### src/rtl/i2cseq_pkg.sv
package i2cseq_pkg;

    typedef enum logic [1:0] {
        RES_OK     = 2'd0,
        RES_NAKED  = 2'd1,
        RES_BUSERR = 2'd2,
        RES_FAIL   = 2'd3
    } res_code_e;

    typedef enum logic [2:0] {
        ST_IDLE,
        ST_WAIT,
        ST_ADDR,
        ST_XFER,
        ST_NEXT
    } seq_state_e;

    typedef enum logic [1:0] {
        PH_ADDR,
        PH_WR,
        PH_RD
    } phase_e;

    typedef struct packed {
        logic       go;
        logic       start;
        logic       stop;
        logic       nak;
        logic       recv;
        logic [7:0] data;
    } shcmd_t;

    function automatic logic [7:0] addr_byte(input logic [6:0] a, input logic rd);
        return {a, rd};
    endfunction

endpackage

### src/rtl/i2cseq_freewait.sv
module i2cseq_freewait #(
    parameter int WAIT_CYC = 1000
) (
    input  logic clk,
    input  logic rst,
    input  logic active,
    input  logic bus_busy,
    input  logic unit_busy,
    output logic free,
    output logic expired
);
    localparam int WAIT_W = $clog2(WAIT_CYC + 1);
    localparam logic [WAIT_W-1:0] LIMIT = WAIT_W'(WAIT_CYC - 1);

    logic [WAIT_W-1:0] cnt;
    logic              busy;

    assign busy    = bus_busy | unit_busy;
    assign free    = active & ~busy;
    assign expired = active & busy & (cnt == LIMIT);

    always_ff @(posedge clk) begin
        if (rst || !active || !busy || expired) begin
            cnt <= '0;
        end else begin
            cnt <= cnt + WAIT_W'(1);
        end
    end

    // a timeout can only follow at least one earlier cycle of waiting
    a_r10_no_early_timeout: assert property (@(posedge clk) disable iff (rst)
        expired |-> $past(active));

endmodule

### src/rtl/i2cseq_retry.sv
module i2cseq_retry #(
    parameter int MAX_RETRY = 5
) (
    input  logic                             clk,
    input  logic                             rst,
    input  logic                             clr,
    input  logic                             bump,
    output logic [$clog2(MAX_RETRY+1)-1:0]   tries,
    output logic                             exhausted
);
    localparam int TRY_W = $clog2(MAX_RETRY + 1);

    assign exhausted = (tries == TRY_W'(MAX_RETRY));

    always_ff @(posedge clk) begin
        if (rst || clr) begin
            tries <= '0;
        end else if (bump) begin
            tries <= tries + TRY_W'(1);
        end
    end

    // the controller never asks for a restart past the bound
    a_r7_no_bump_past_limit: assert property (@(posedge clk) disable iff (rst)
        bump |-> !exhausted);

    // the restart count stays within its bound
    a_r7_tries_bounded: assert property (@(posedge clk) disable iff (rst)
        tries <= TRY_W'(MAX_RETRY));

endmodule

### src/rtl/i2cseq_cursor.sv
module i2cseq_cursor #(
    parameter int IDX_W = 2,
    parameter int LEN_W = 4,
    parameter int OFS_W = 4
) (
    input  logic             clk,
    input  logic             rst,
    input  logic             clr,
    input  logic             adv,
    input  logic             nxt,
    output logic [IDX_W-1:0] idx,
    output logic [LEN_W-1:0] ptr,
    output logic [OFS_W-1:0] ofs
);
    always_ff @(posedge clk) begin
        if (rst || clr) begin
            idx <= '0;
            ptr <= '0;
            ofs <= '0;
        end else begin
            if (adv) begin
                ofs <= ofs + OFS_W'(1);
            end
            if (nxt) begin
                idx <= idx + IDX_W'(1);
                ptr <= '0;
            end else if (adv) begin
                ptr <= ptr + LEN_W'(1);
            end
        end
    end

    // a restart of the attempt never coincides with byte or message stepping
    a_r6_clear_exclusive: assert property (@(posedge clk) disable iff (rst)
        clr |-> (!adv && !nxt));

endmodule

### src/rtl/i2cseq_master.sv
module i2cseq_master
    import i2cseq_pkg::*;
#(
    parameter int MAX_MSG   = 4,
    parameter int LEN_W     = 4,
    parameter int BUF_DEPTH = 16,
    parameter int MAX_RETRY = 5,
    parameter int WAIT_CYC  = 1000,
    localparam int IDX_W    = $clog2(MAX_MSG),
    localparam int CNT_W    = $clog2(MAX_MSG + 1),
    localparam int OFS_W    = $clog2(BUF_DEPTH),
    localparam int TRY_W    = $clog2(MAX_RETRY + 1)
) (
    input  logic             clk,
    input  logic             rst,
    input  logic             go,
    input  logic [CNT_W-1:0] msg_count,
    output logic [IDX_W-1:0] desc_idx,
    input  logic [6:0]       desc_addr,
    input  logic             desc_read,
    input  logic [LEN_W-1:0] desc_len,
    input  logic             desc_nostart,
    output logic [OFS_W-1:0] buf_ofs,
    input  logic [7:0]       buf_rdata,
    output logic [7:0]       buf_wdata,
    output logic             buf_we,
    output logic             sh_go,
    output logic             sh_start,
    output logic             sh_stop,
    output logic             sh_nak,
    output logic             sh_recv,
    output logic [7:0]       sh_data,
    input  logic             sh_tx_empty,
    input  logic             sh_rx_full,
    input  logic [7:0]       sh_rx_data,
    input  logic             sh_bus_err,
    input  logic             sh_nak_rcvd,
    input  logic             bus_busy,
    input  logic             unit_busy,
    output logic             ctrl_reset,
    output logic             done,
    output logic [1:0]       res_code,
    output logic [CNT_W-1:0] res_msgs,
    output logic [TRY_W-1:0] res_tries
);
    localparam logic [LEN_W:0] ONE_X = (LEN_W + 1)'(1);

    seq_state_e       st, st_n;
    phase_e           ph, ph_n;
    shcmd_t           cmd_q, cmd_n;
    logic [CNT_W-1:0] cnt_q, cnt_n;

    logic [IDX_W-1:0] idx;
    logic [LEN_W-1:0] ptr;
    logic [OFS_W-1:0] ofs;
    logic             c_clr, c_adv, c_nxt;
    logic             r_clr, r_bump, r_exh;
    logic [TRY_W-1:0] tries;
    logic             w_free, w_exp;

    logic             last_msg;
    logic [LEN_W:0]   len_x, ptr_x, rx_ix;
    logic             cont, rxreq, msg_done, do_retry, we;
    logic             fin, fin_probe;
    res_code_e        fin_code;
    logic [CNT_W-1:0] fin_msgs;

    i2cseq_cursor #(.IDX_W(IDX_W), .LEN_W(LEN_W), .OFS_W(OFS_W)) u_cursor (
        .clk(clk), .rst(rst), .clr(c_clr), .adv(c_adv), .nxt(c_nxt),
        .idx(idx), .ptr(ptr), .ofs(ofs)
    );

    i2cseq_retry #(.MAX_RETRY(MAX_RETRY)) u_retry (
        .clk(clk), .rst(rst), .clr(r_clr), .bump(r_bump),
        .tries(tries), .exhausted(r_exh)
    );

    i2cseq_freewait #(.WAIT_CYC(WAIT_CYC)) u_wait (
        .clk(clk), .rst(rst), .active(st == ST_WAIT),
        .bus_busy(bus_busy), .unit_busy(unit_busy),
        .free(w_free), .expired(w_exp)
    );

    assign len_x    = {1'b0, desc_len};
    assign ptr_x    = {1'b0, ptr};
    assign last_msg = (CNT_W'(idx) + CNT_W'(1)) == cnt_q;

    always_comb begin
        st_n      = st;
        ph_n      = ph;
        cnt_n     = cnt_q;
        cmd_n     = '0;
        c_clr     = 1'b0;
        c_adv     = 1'b0;
        c_nxt     = 1'b0;
        r_clr     = 1'b0;
        r_bump    = 1'b0;
        cont      = 1'b0;
        rxreq     = 1'b0;
        rx_ix     = ptr_x;
        msg_done  = 1'b0;
        do_retry  = 1'b0;
        we        = 1'b0;
        fin       = 1'b0;
        fin_probe = 1'b0;
        fin_code  = RES_OK;
        fin_msgs  = '0;

        case (st)
            ST_IDLE: begin
                if (go) begin
                    cnt_n = msg_count;
                    if (msg_count == '0) begin
                        fin = 1'b1;
                    end else begin
                        r_clr = 1'b1;
                        st_n  = ST_WAIT;
                    end
                end
            end
            ST_WAIT: begin
                if (w_free) begin
                    c_clr = 1'b1;
                    st_n  = ST_ADDR;
                end else if (w_exp) begin
                    do_retry = 1'b1;
                end
            end
            ST_ADDR: begin
                cmd_n.go    = 1'b1;
                cmd_n.start = 1'b1;
                cmd_n.data  = addr_byte(desc_addr, desc_read);
                ph_n        = PH_ADDR;
                st_n        = ST_XFER;
            end
            ST_XFER: begin
                if ((sh_tx_empty || sh_rx_full) && sh_bus_err) begin
                    if (sh_nak_rcvd) begin
                        if (ph == PH_ADDR && idx == '0) begin
                            do_retry = 1'b1;
                        end else begin
                            fin      = 1'b1;
                            fin_code = RES_NAKED;
                            fin_msgs = CNT_W'(idx);
                        end
                    end else begin
                        fin      = 1'b1;
                        fin_code = RES_BUSERR;
                        fin_msgs = CNT_W'(idx);
                    end
                end else if (sh_tx_empty) begin
                    if (ph == PH_ADDR && desc_read && desc_len != '0) begin
                        rxreq = 1'b1;
                    end else begin
                        cont = 1'b1;
                    end
                end else if (sh_rx_full && ph == PH_RD) begin
                    we    = 1'b1;
                    c_adv = 1'b1;
                    if (ptr_x + ONE_X < len_x) begin
                        rxreq = 1'b1;
                        rx_ix = ptr_x + ONE_X;
                    end else begin
                        msg_done = 1'b1;
                    end
                end
            end
            ST_NEXT: begin
                if (desc_nostart) begin
                    if (desc_read && desc_len != '0) begin
                        rxreq = 1'b1;
                    end else begin
                        cont = 1'b1;
                    end
                end else begin
                    cmd_n.go    = 1'b1;
                    cmd_n.start = 1'b1;
                    cmd_n.data  = addr_byte(desc_addr, desc_read);
                    ph_n        = PH_ADDR;
                    st_n        = ST_XFER;
                end
            end
            default: st_n = ST_IDLE;
        endcase

        // continue transmitting the current message, or close it
        if (cont) begin
            if (ptr_x < len_x) begin
                cmd_n.go   = 1'b1;
                cmd_n.data = buf_rdata;
                cmd_n.stop = (ptr_x + ONE_X == len_x) && last_msg;
                c_adv      = 1'b1;
                ph_n       = PH_WR;
                st_n       = ST_XFER;
            end else begin
                msg_done = 1'b1;
            end
        end

        // request one received byte
        if (rxreq) begin
            cmd_n.go   = 1'b1;
            cmd_n.recv = 1'b1;
            cmd_n.nak  = (rx_ix + ONE_X == len_x);
            cmd_n.stop = cmd_n.nak && last_msg;
            ph_n       = PH_RD;
            st_n       = ST_XFER;
        end

        if (msg_done) begin
            if (last_msg) begin
                fin       = 1'b1;
                fin_code  = RES_OK;
                fin_msgs  = cnt_q;
                fin_probe = (desc_len == '0);
            end else begin
                c_nxt = 1'b1;
                st_n  = ST_NEXT;
            end
        end

        if (do_retry) begin
            if (r_exh) begin
                fin      = 1'b1;
                fin_code = RES_FAIL;
                fin_msgs = '0;
            end else begin
                r_bump = 1'b1;
                st_n   = ST_WAIT;
            end
        end

        if (fin) begin
            st_n = ST_IDLE;
        end
    end

    always_ff @(posedge clk) begin
        if (rst) begin
            st         <= ST_IDLE;
            ph         <= PH_ADDR;
            cnt_q      <= '0;
            cmd_q      <= '0;
            done       <= 1'b0;
            ctrl_reset <= 1'b0;
            res_code   <= RES_OK;
            res_msgs   <= '0;
            res_tries  <= '0;
        end else begin
            st         <= st_n;
            ph         <= ph_n;
            cnt_q      <= cnt_n;
            cmd_q      <= cmd_n;
            done       <= fin;
            ctrl_reset <= fin && fin_probe;
            if (fin) begin
                res_code  <= fin_code;
                res_msgs  <= fin_msgs;
                res_tries <= tries;
            end
        end
    end

    assign desc_idx  = idx;
    assign buf_ofs   = ofs;
    assign buf_wdata = sh_rx_data;
    assign buf_we    = we;
    assign sh_go     = cmd_q.go;
    assign sh_start  = cmd_q.start;
    assign sh_stop   = cmd_q.stop;
    assign sh_nak    = cmd_q.nak;
    assign sh_recv   = cmd_q.recv;
    assign sh_data   = cmd_q.data;

    // an address command is always a transmit
    a_r1_start_is_transmit: assert property (@(posedge clk) disable iff (rst)
        (sh_go && sh_start) |-> !sh_recv);

    // a stop on a received byte always goes with a NAK
    a_r3_stop_with_nak: assert property (@(posedge clk) disable iff (rst)
        (sh_go && sh_recv && sh_stop) |-> sh_nak);

    // a result is never presented together with a shifter command
    a_r12_done_no_cmd: assert property (@(posedge clk) disable iff (rst)
        done |-> !sh_go);

    // the probe reset only comes with a successful result
    a_r11_reset_on_ok: assert property (@(posedge clk) disable iff (rst)
        ctrl_reset |-> (done && res_code == RES_OK));

    // no command is ever launched straight out of idle
    a_r10_cmd_after_wait: assert property (@(posedge clk) disable iff (rst)
        (st == ST_IDLE && go) |=> !sh_go);

endmodule

### config.mk
export PLATFORM = sky130hd
export DESIGN_NAME = i2cseq_master
export DESIGN_NICKNAME = d
export VERILOG_FILES = /design/src/rtl/i2cseq_pkg.sv /design/src/rtl/i2cseq_freewait.sv /design/src/rtl/i2cseq_retry.sv /design/src/rtl/i2cseq_cursor.sv /design/src/rtl/i2cseq_master.sv
export SDC_FILE = /design/constraint.sdc
export NUM_CORES = 1
export LEC_CHECK = 0
export ABC_AREA = 0
export BUFFER_PORTS_ARGS = -buffer_cell sky130_fd_sc_hd__buf_2
export CORE_ASPECT_RATIO = 1.75
export CORE_MARGIN = 10
export CORE_UTILIZATION = 52
export CTS_BUF_LIST = sky130_fd_sc_hd__clkbuf_4 sky130_fd_sc_hd__clkbuf_8 sky130_fd_sc_hd__clkbuf_16
export DETAILED_ROUTE_END_ITERATION = 10
export GPL_TIMING_DRIVEN = 0
export HOLD_SLACK_MARGIN = 0.02
export PLACE_DENSITY = 0.8
export SKIP_LAST_GASP = 1
export SLEW_MARGIN = 30
export SYNTH_ARGS = -nofsm -noshare
export SYNTH_HDL_FRONTEND = slang
export SYNTH_SLANG_ARGS = --single-unit
### constraint.sdc
create_clock -name clk -period 3.8 [get_ports clk]
set_input_delay 0.76 -clock clk [delete_from_list [all_inputs] [get_ports clk]]
set_output_delay 0.76 -clock clk [all_outputs]
set_load 0.02 [all_outputs]
=== Word-level counts from Yosys, hierarchy flattened ===
Cells that the tools add are included.

* Bits in registers: 54
* Input port bits: 41
* Output and inout port bits: 38
* Memory bits (writable): 0
* Bits in latches: 0
* ROM bits: 0
* Memories kept: 0

* Multiply operators: 0
* Muxes and demuxes: 104
* $lt $le $gt $ge: 2
* Add/subtract/negate cells: 8
* Bitwise logic cells: 6
* Div/mod/pow operators: 0
* Eq/ne operators: 10
* Shifts and indexed selects: 0
* Reduce and logical (&&, ||, !) cells: 28

{| class="wikitable"
|+ Operators with widths
! operator !! number
|-
| two-way mux 3 bit || 19
|-
| two-way mux 1 bit || 56
|-
| two-way mux 2 bit || 13
|-
| two-way mux 5 bit || 5
|-
| two-way mux 8 bit || 3
|-
| one-hot mux 8 bit (2 select lines) || 1
|-
| one-hot mux 3 bit (5 select lines) || 1
|-
| adder 10 x 1 -> 10 bit (second input constant) || 1
|-
| equality test 10 bit (second input constant) || 1
|-
| equality test 5 x 4 -> 1 bit || 2
|-
| logical AND 1 bit || 9
|-
| adder 4 x 1 -> 4 bit (second input constant) || 2
|-
| one-hot mux 1 bit (2 select lines) || 4
|-
| one-hot mux 2 bit (2 select lines) || 2
|-
| OR reduction 2 bit || 4
|-
| equality test 3 x 2 -> 1 bit (second input constant) || 2
|-
| equality test 3 bit (second input constant) || 2
|-
| zero test 3 bit || 2
|-
| logical OR 1 bit || 6
|-
| adder 4 x 1 -> 5 bit (second input constant) || 1
|-
| adder 5 x 1 -> 5 bit (second input constant) || 1
|-
| < comparator 5 x 4 -> 1 bit || 1
|-
| zero test 2 bit || 2
|-
| zero test 4 bit || 1
|-
| 13 further kinds || 17
|}

=== Depth between registers and ports, before layout ===
* Depth after elaboration: 13
* Gate-level depth with buffers: 14
* Mapped depth without buffers: 13

=== Hierarchy ===
A second synthesis with hierarchy kept.

* Cells, all modules: 320
* Area, all modules: 2,946.6 µm²

{| class="wikitable"
|+ By module, submodules not included
! module !! sequential area each (µm²) !! cells an instance !! instances !! area each (µm²)
|-
| i2cseq_master || 620.6 || 210 || 1 || 1,858.0
|-
| i2cseq_freewait || 200.2 || 54 || 1 || 473.0
|-
| i2cseq_cursor || 200.2 || 42 || 1 || 452.9
|-
| i2cseq_retry || 60.1 || 14 || 1 || 162.7
|}

=== Worst setup path before layout ===
Ideal clock, no wire load.

* Path kind: register to register
* Start: register u_cursor.ptr[2]
* End: register cmd_q, in the netlist sh_stop
* Setup slack: 772 ps
* Data required time: 3,741 ps
* Cell stages (with the launch flop): 13
* Arrival time: 2,969 ps
* Library setup time: 59 ps
* Path through: dfxtp_1 clkbuf_1 nand3_1 xnor2_1 ha_1 a21oi_1 nand2_1 nor3_2 mux2_1 ha_1 or3_1 a31oi_1 o21a_1

* Word-level cells in the longest chain between the ends: 11
* Elaborated cells between the ends (all ways): 21

{| class="wikitable"
|+ RTL lines
! element !! RTL line !! RTL
|-
| start: declaration || i2cseq_cursor.sv:12 || <nowiki>output logic [LEN_W-1:0] ptr,</nowiki>
|-
| start signal: assignment || i2cseq_cursor.sv:28 || <nowiki>ptr <= ptr + LEN_W'(1);</nowiki>
|-
| adder 4 x 1 -> 5 bit || i2cseq_master.sv:160, i2cseq_master.sv:162, i2cseq_master.sv:191 ||
|-
| < comparator 5 x 4 -> 1 bit || i2cseq_master.sv:160 || <nowiki>if (ptr_x + ONE_X < len_x) begin</nowiki>
|-
| two-way mux 5 bit || i2cseq_master.sv:160 ||
|-
| two-way mux 5 bit || i2cseq_master.sv:157 || <nowiki>end else if (sh_rx_full && ph == PH_RD) begin</nowiki>
|-
| two-way mux 5 bit || i2cseq_master.sv:151 || <nowiki>end else if (sh_tx_empty) begin</nowiki>
|-
| two-way mux 5 bit || i2cseq_master.sv:137 || <nowiki>if ((sh_tx_empty || sh_rx_full) && sh_bus_err) begin</nowiki>
|-
| two-way mux 5 bit || i2cseq_master.sv:109 || <nowiki>case (st)</nowiki>
|-
| adder 5 x 1 -> 5 bit || i2cseq_master.sv:204 || <nowiki>cmd_n.nak = (rx_ix + ONE_X == len_x);</nowiki>
|-
| equality test 5 x 4 -> 1 bit || i2cseq_master.sv:204 ||
|-
| logical AND 1 bit || i2cseq_master.sv:205 || <nowiki>cmd_n.stop = cmd_n.nak && last_msg;</nowiki>
|-
| two-way mux 3 bit * || i2cseq_master.sv:201 || <nowiki>if (rxreq) begin</nowiki>
|-
| end signal: assignment || i2cseq_master.sv:253 || <nowiki>cmd_q <= cmd_n;</nowiki>
|-
| end: declaration || i2cseq_master.sv:50 || <nowiki>shcmd_t cmd_q, cmd_n;</nowiki>
|}

Mark *: on every way between the ends. The rest lies on a longest branch, timed or not.
A chain may end at the register's enable or synchronous reset.

=== Worst setup path in the final report ===
Same ends and word-level chain as after synthesis.

==> run_results.csv <==
group,metric,value,unit
routing,vias,2472,
timing,tns,0,ns
synth,syn_avg_cell_area,9.11,sq um
synth,async_reset_ff_share,0,%
timing,skew,0.0116,ns
synth,yosysTopAreaCell,"dfxtp_1",
run,maxCapViolCount,0,
global_route,grt_overflow_total,0,
power,leakage,1.58,nW
global_route,track_usage,15.8,%
synth,seq_area_frac_synth,38.3,%
worst_hold_path,whs_path_depth,1,
synth,yosys_warnings,0,
final_layout,multi_input_area,1610,sq um
setup_path,reg2reg_from,"u_cursor.ptr[2]",
setup_path,rr_worst_depth,14,
worst_hold_path,hold_path_end,"u_wait.cnt[0]",
global_route,antenna_found_initial,0,
routing,post_drt_wl_per_cell,15.9,um
synth,ys_ff_latch,54,
global_route,grt_start_max_net_pins,19,
clock_tree,h-tree-depth,2,
synth,synth.distinct_cells,58,
final_layout,instances_no_fill,443,
timing,max_freq,290,MHz
final_layout,register_area,1080,sq um
setup_path,cpMostUsedCell,"ha_1",
timing,fin_crit,3.45,ns
setup_path,cp.required,4.07,ns
clock_tree,worstSkewPairLatency,0.31,ns
floorplanning,fp.dieH,118,um
placement,globalplace.congestion,0.890,
worst_hold_path,hold_start,"u_wait.cnt[0]",
final_layout,design_area,3360,sq um
placement,place_area,3240,sq um
setup_path,critPathKind,"reg -> reg",
setup_path,crit_fanout,8,
timing,holdWs,0.489,ns
setup_path,start_kind,"flip-flop",
clock_tree,hold_buffers,0,
placement,io_buffers,70,
floorplanning,die_w,75.7,um
synth,synth_edf_count,0,
final_layout,insertedDiodeCount,0,
global_route,grt_pass1_vias,2498,
floorplanning,start_util,53.8,%
floorplanning,dieArea,8900,sq um
final_layout,final.fill_count,461,
final_layout,drive_gt1_share,25.5,%
synth,synth.most_common_cell,"dfxtp_1",
clock_tree,clockBufferDepth,2,
clock_tree,cts_buffers,5,
power,power_density,322,nW/um^2
setup_path,cp.arrival,3.72,ns
clock_tree,clk_pin_slew,0.10,ns
power,vdd_drop_max,0.287,mV
synth,syn_nets,367,
routing,drtIter0Drc,146,
setup_path,max_stage_delay,0.41,ns
setup_path,end_kind,"flip-flop",
synth,synth.top_cell.area_share,38.3,%
synth,syn_area,2830,sq um
placement,dp.cells,435,
worst_hold_path,hold_path_class,"reg -> reg",
timing,worst_slew_pin_slew,0.678,ns
clock_tree,cts_resized,0,
clock_tree,cts-root-buf,"clkbuf_8",
final_layout,fin_util,64.0,%
setup_path,cpMaxStageDelayCell,"nor3_2",
routing,ant_nets,0,
setup_path,r2r_end,"sh_stop",
floorplanning,fp.coreArea,5260,sq um
synth,synth_cells,310,
setup_path,cp_cell_sequence,"clkbuf_1 > nand3_1 > xnor2_1 > ha_1 > a21oi_1 > nand2_1 > nor3_2 > mux2_1 > ha_1 > xor2_1 > nor2_1 > o21ai_0 > a31oi_1 > o21a_1",
synth,ys_top_cells_by_area,"dfxtp_1 38%, ha_1 7.1%, nor2_1 6.0%, xor2_1 4.7%, xnor2_1 4.0%",
setup_path,rrSetupSlack,0.35,ns
clock_tree,cts_tree,"done",
placement,place_hpwl,5730,um
routing,wl,7040,um
synth,yosys-top-cells-count,"54 x dfxtp_1, 45 x nor2_1, 18 x nand2_1",
clock_tree,post_cts.repair.setup_buffers,0,
clock_tree,cts_sinks,54,
timing,rsz0062_at_grt,"false",
final_layout,areaGrowthSynthToFinish,19.0,%
routing,via_per_inst,5.58,
floorplanning,fp-row-count,35,
outcome,status,"finished, final reports clean",
timing,slew_headroom,54.7,%
timing,fin_crit_sh,90.8,%
routing,drc_errors,0,
timing,finalHoldViolCount,0,
routing,drt_first_pass_iters,4,
final_layout,nNetsFinal,444,
timing,setup_viol,0,
timing,final-max-slew-violation-count,0,
floorplanning,io_pins,79,
global_route,grt_pass1_wl,11400,um
synth,ys.flop_type,"dfxtp_1",
stage by stage:
step / total power (W) / setup slack, ns
detailed placement: 0.000699 / 0.353
floorplan: 0.000657 / 0.772
CTS: 0.00109 / 0.329
global route: 0.00112 / 0.0676
finish: 0.00108 / 0.351
global placement: 0.000697 / 0.397
report_power, final:
part           switching, W  internal, W  total, W
sequential       0.00000403     0.000573  0.000577
clock              0.000196     0.000200  0.000396
combinational     0.0000620    0.0000472  0.000109
total              0.000262     0.000820   0.00108
cell type report:
| type | instances | area share (%) |
|---|---|---|
| Clock buffer | 5 | 2.05 |
| Inverter | 11 | 1.23 |
| Buffer | 15 | 2.87 |
| Timing Repair Buffer | 70 | 10.4 |
| Multi-Input combinational cell | 230 | 47.8 |
| Sequential cell | 54 | 32.2 |
| Tap cell | 55 | 2.05 |
| Clock inverter | 3 | 1.41 |
flip-flops by register name, summed over array words and instances, names as in the netlist, 2 cells and up:
name / cells
st: 3
u_retry.tries: 3
u_cursor.ptr: 4
res_tries: 3
res_code: 2
cnt_q: 3
u_cursor.ofs: 4
res_msgs: 3
u_wait.cnt: 10
u_cursor.idx: 2
ph: 2
sh_data: 8
routing by layer:
metal / up-vias / track usage [%] / share of wire [%]
met5: - / 0 / 0
met4: 0 / 6.78 / 2.7
met3: 13 / 3.29 / 6.2
met2: 72 / 29.4 / 55
met1: 1147 / 15.5 / 36
li1: 1240 / - / -
critical path: cells and delay by family (launching register included):
kind                     cells  cell delay (ns)
AND/OR/NAND/NOR              4             0.81
AO/OA/AOI/OAI                4             0.63
adder cells (fa/ha/maj)      2             0.59
multiplexers                 1             0.37
flip-flops                   1             0.35
XOR/XNOR                     2             0.33
buffers and inverters        1             0.32
how the worst max path moves through the flow:
stage	from	endpoint	slack [ns]	cells after the start
2_1_floorplan	u_cursor.ptr[2]	sh_stop	0.77	12
3_3_place_gp	u_cursor.ptr[2]	sh_stop	0.40	14
3_5_place_dp	u_cursor.ptr[2]	sh_stop	0.35	14
4_1_cts	u_cursor.ptr[2]	sh_stop	0.33	14
5_1_grt	u_cursor.ptr[2]	sh_stop	0.07	14
6_report	u_cursor.ptr[2]	sh_stop	0.35	14
cells in the final DEF, fill, tap and decap left out, drive strengths merged, types with 2 or more instances in the layout:
cell type,instances
a22o,8
o21a,2
or3,3
dfxtp,54
and3,6
nor4bb,2
a211oi,4
a311oi,4
a21oi,14
nor2b,4
buf,82
xor2,15
nor4,2
ha,16
nor4b,2
a31oi,4
nand4,2
nor3b,2
or2,2
xnor2,13
o21bai,2
nor3,8
nand3,11
nand3b,2
a22oi,2
clkbuf,8
nand2,18
nor2,46
nand2b,6
o21ai,6
inv,12
mux2i,9
logic make-up (layout without fill, tap and decap cells):
kind of cell	after synthesis	after routing	share of synthesized area, %
multiplexers	10	10	3.59
XOR/XNOR	29	29	9.48
AND/OR/NAND/NOR	121	121	23.1
flip-flops	54	54	38.3
adder cells (fa/ha/maj)	16	16	7.09
AO/OA/AOI/OAI	54	54	13.6
buffers and inverters	26	104	4.87
Power figures use the tool's default switching activity.
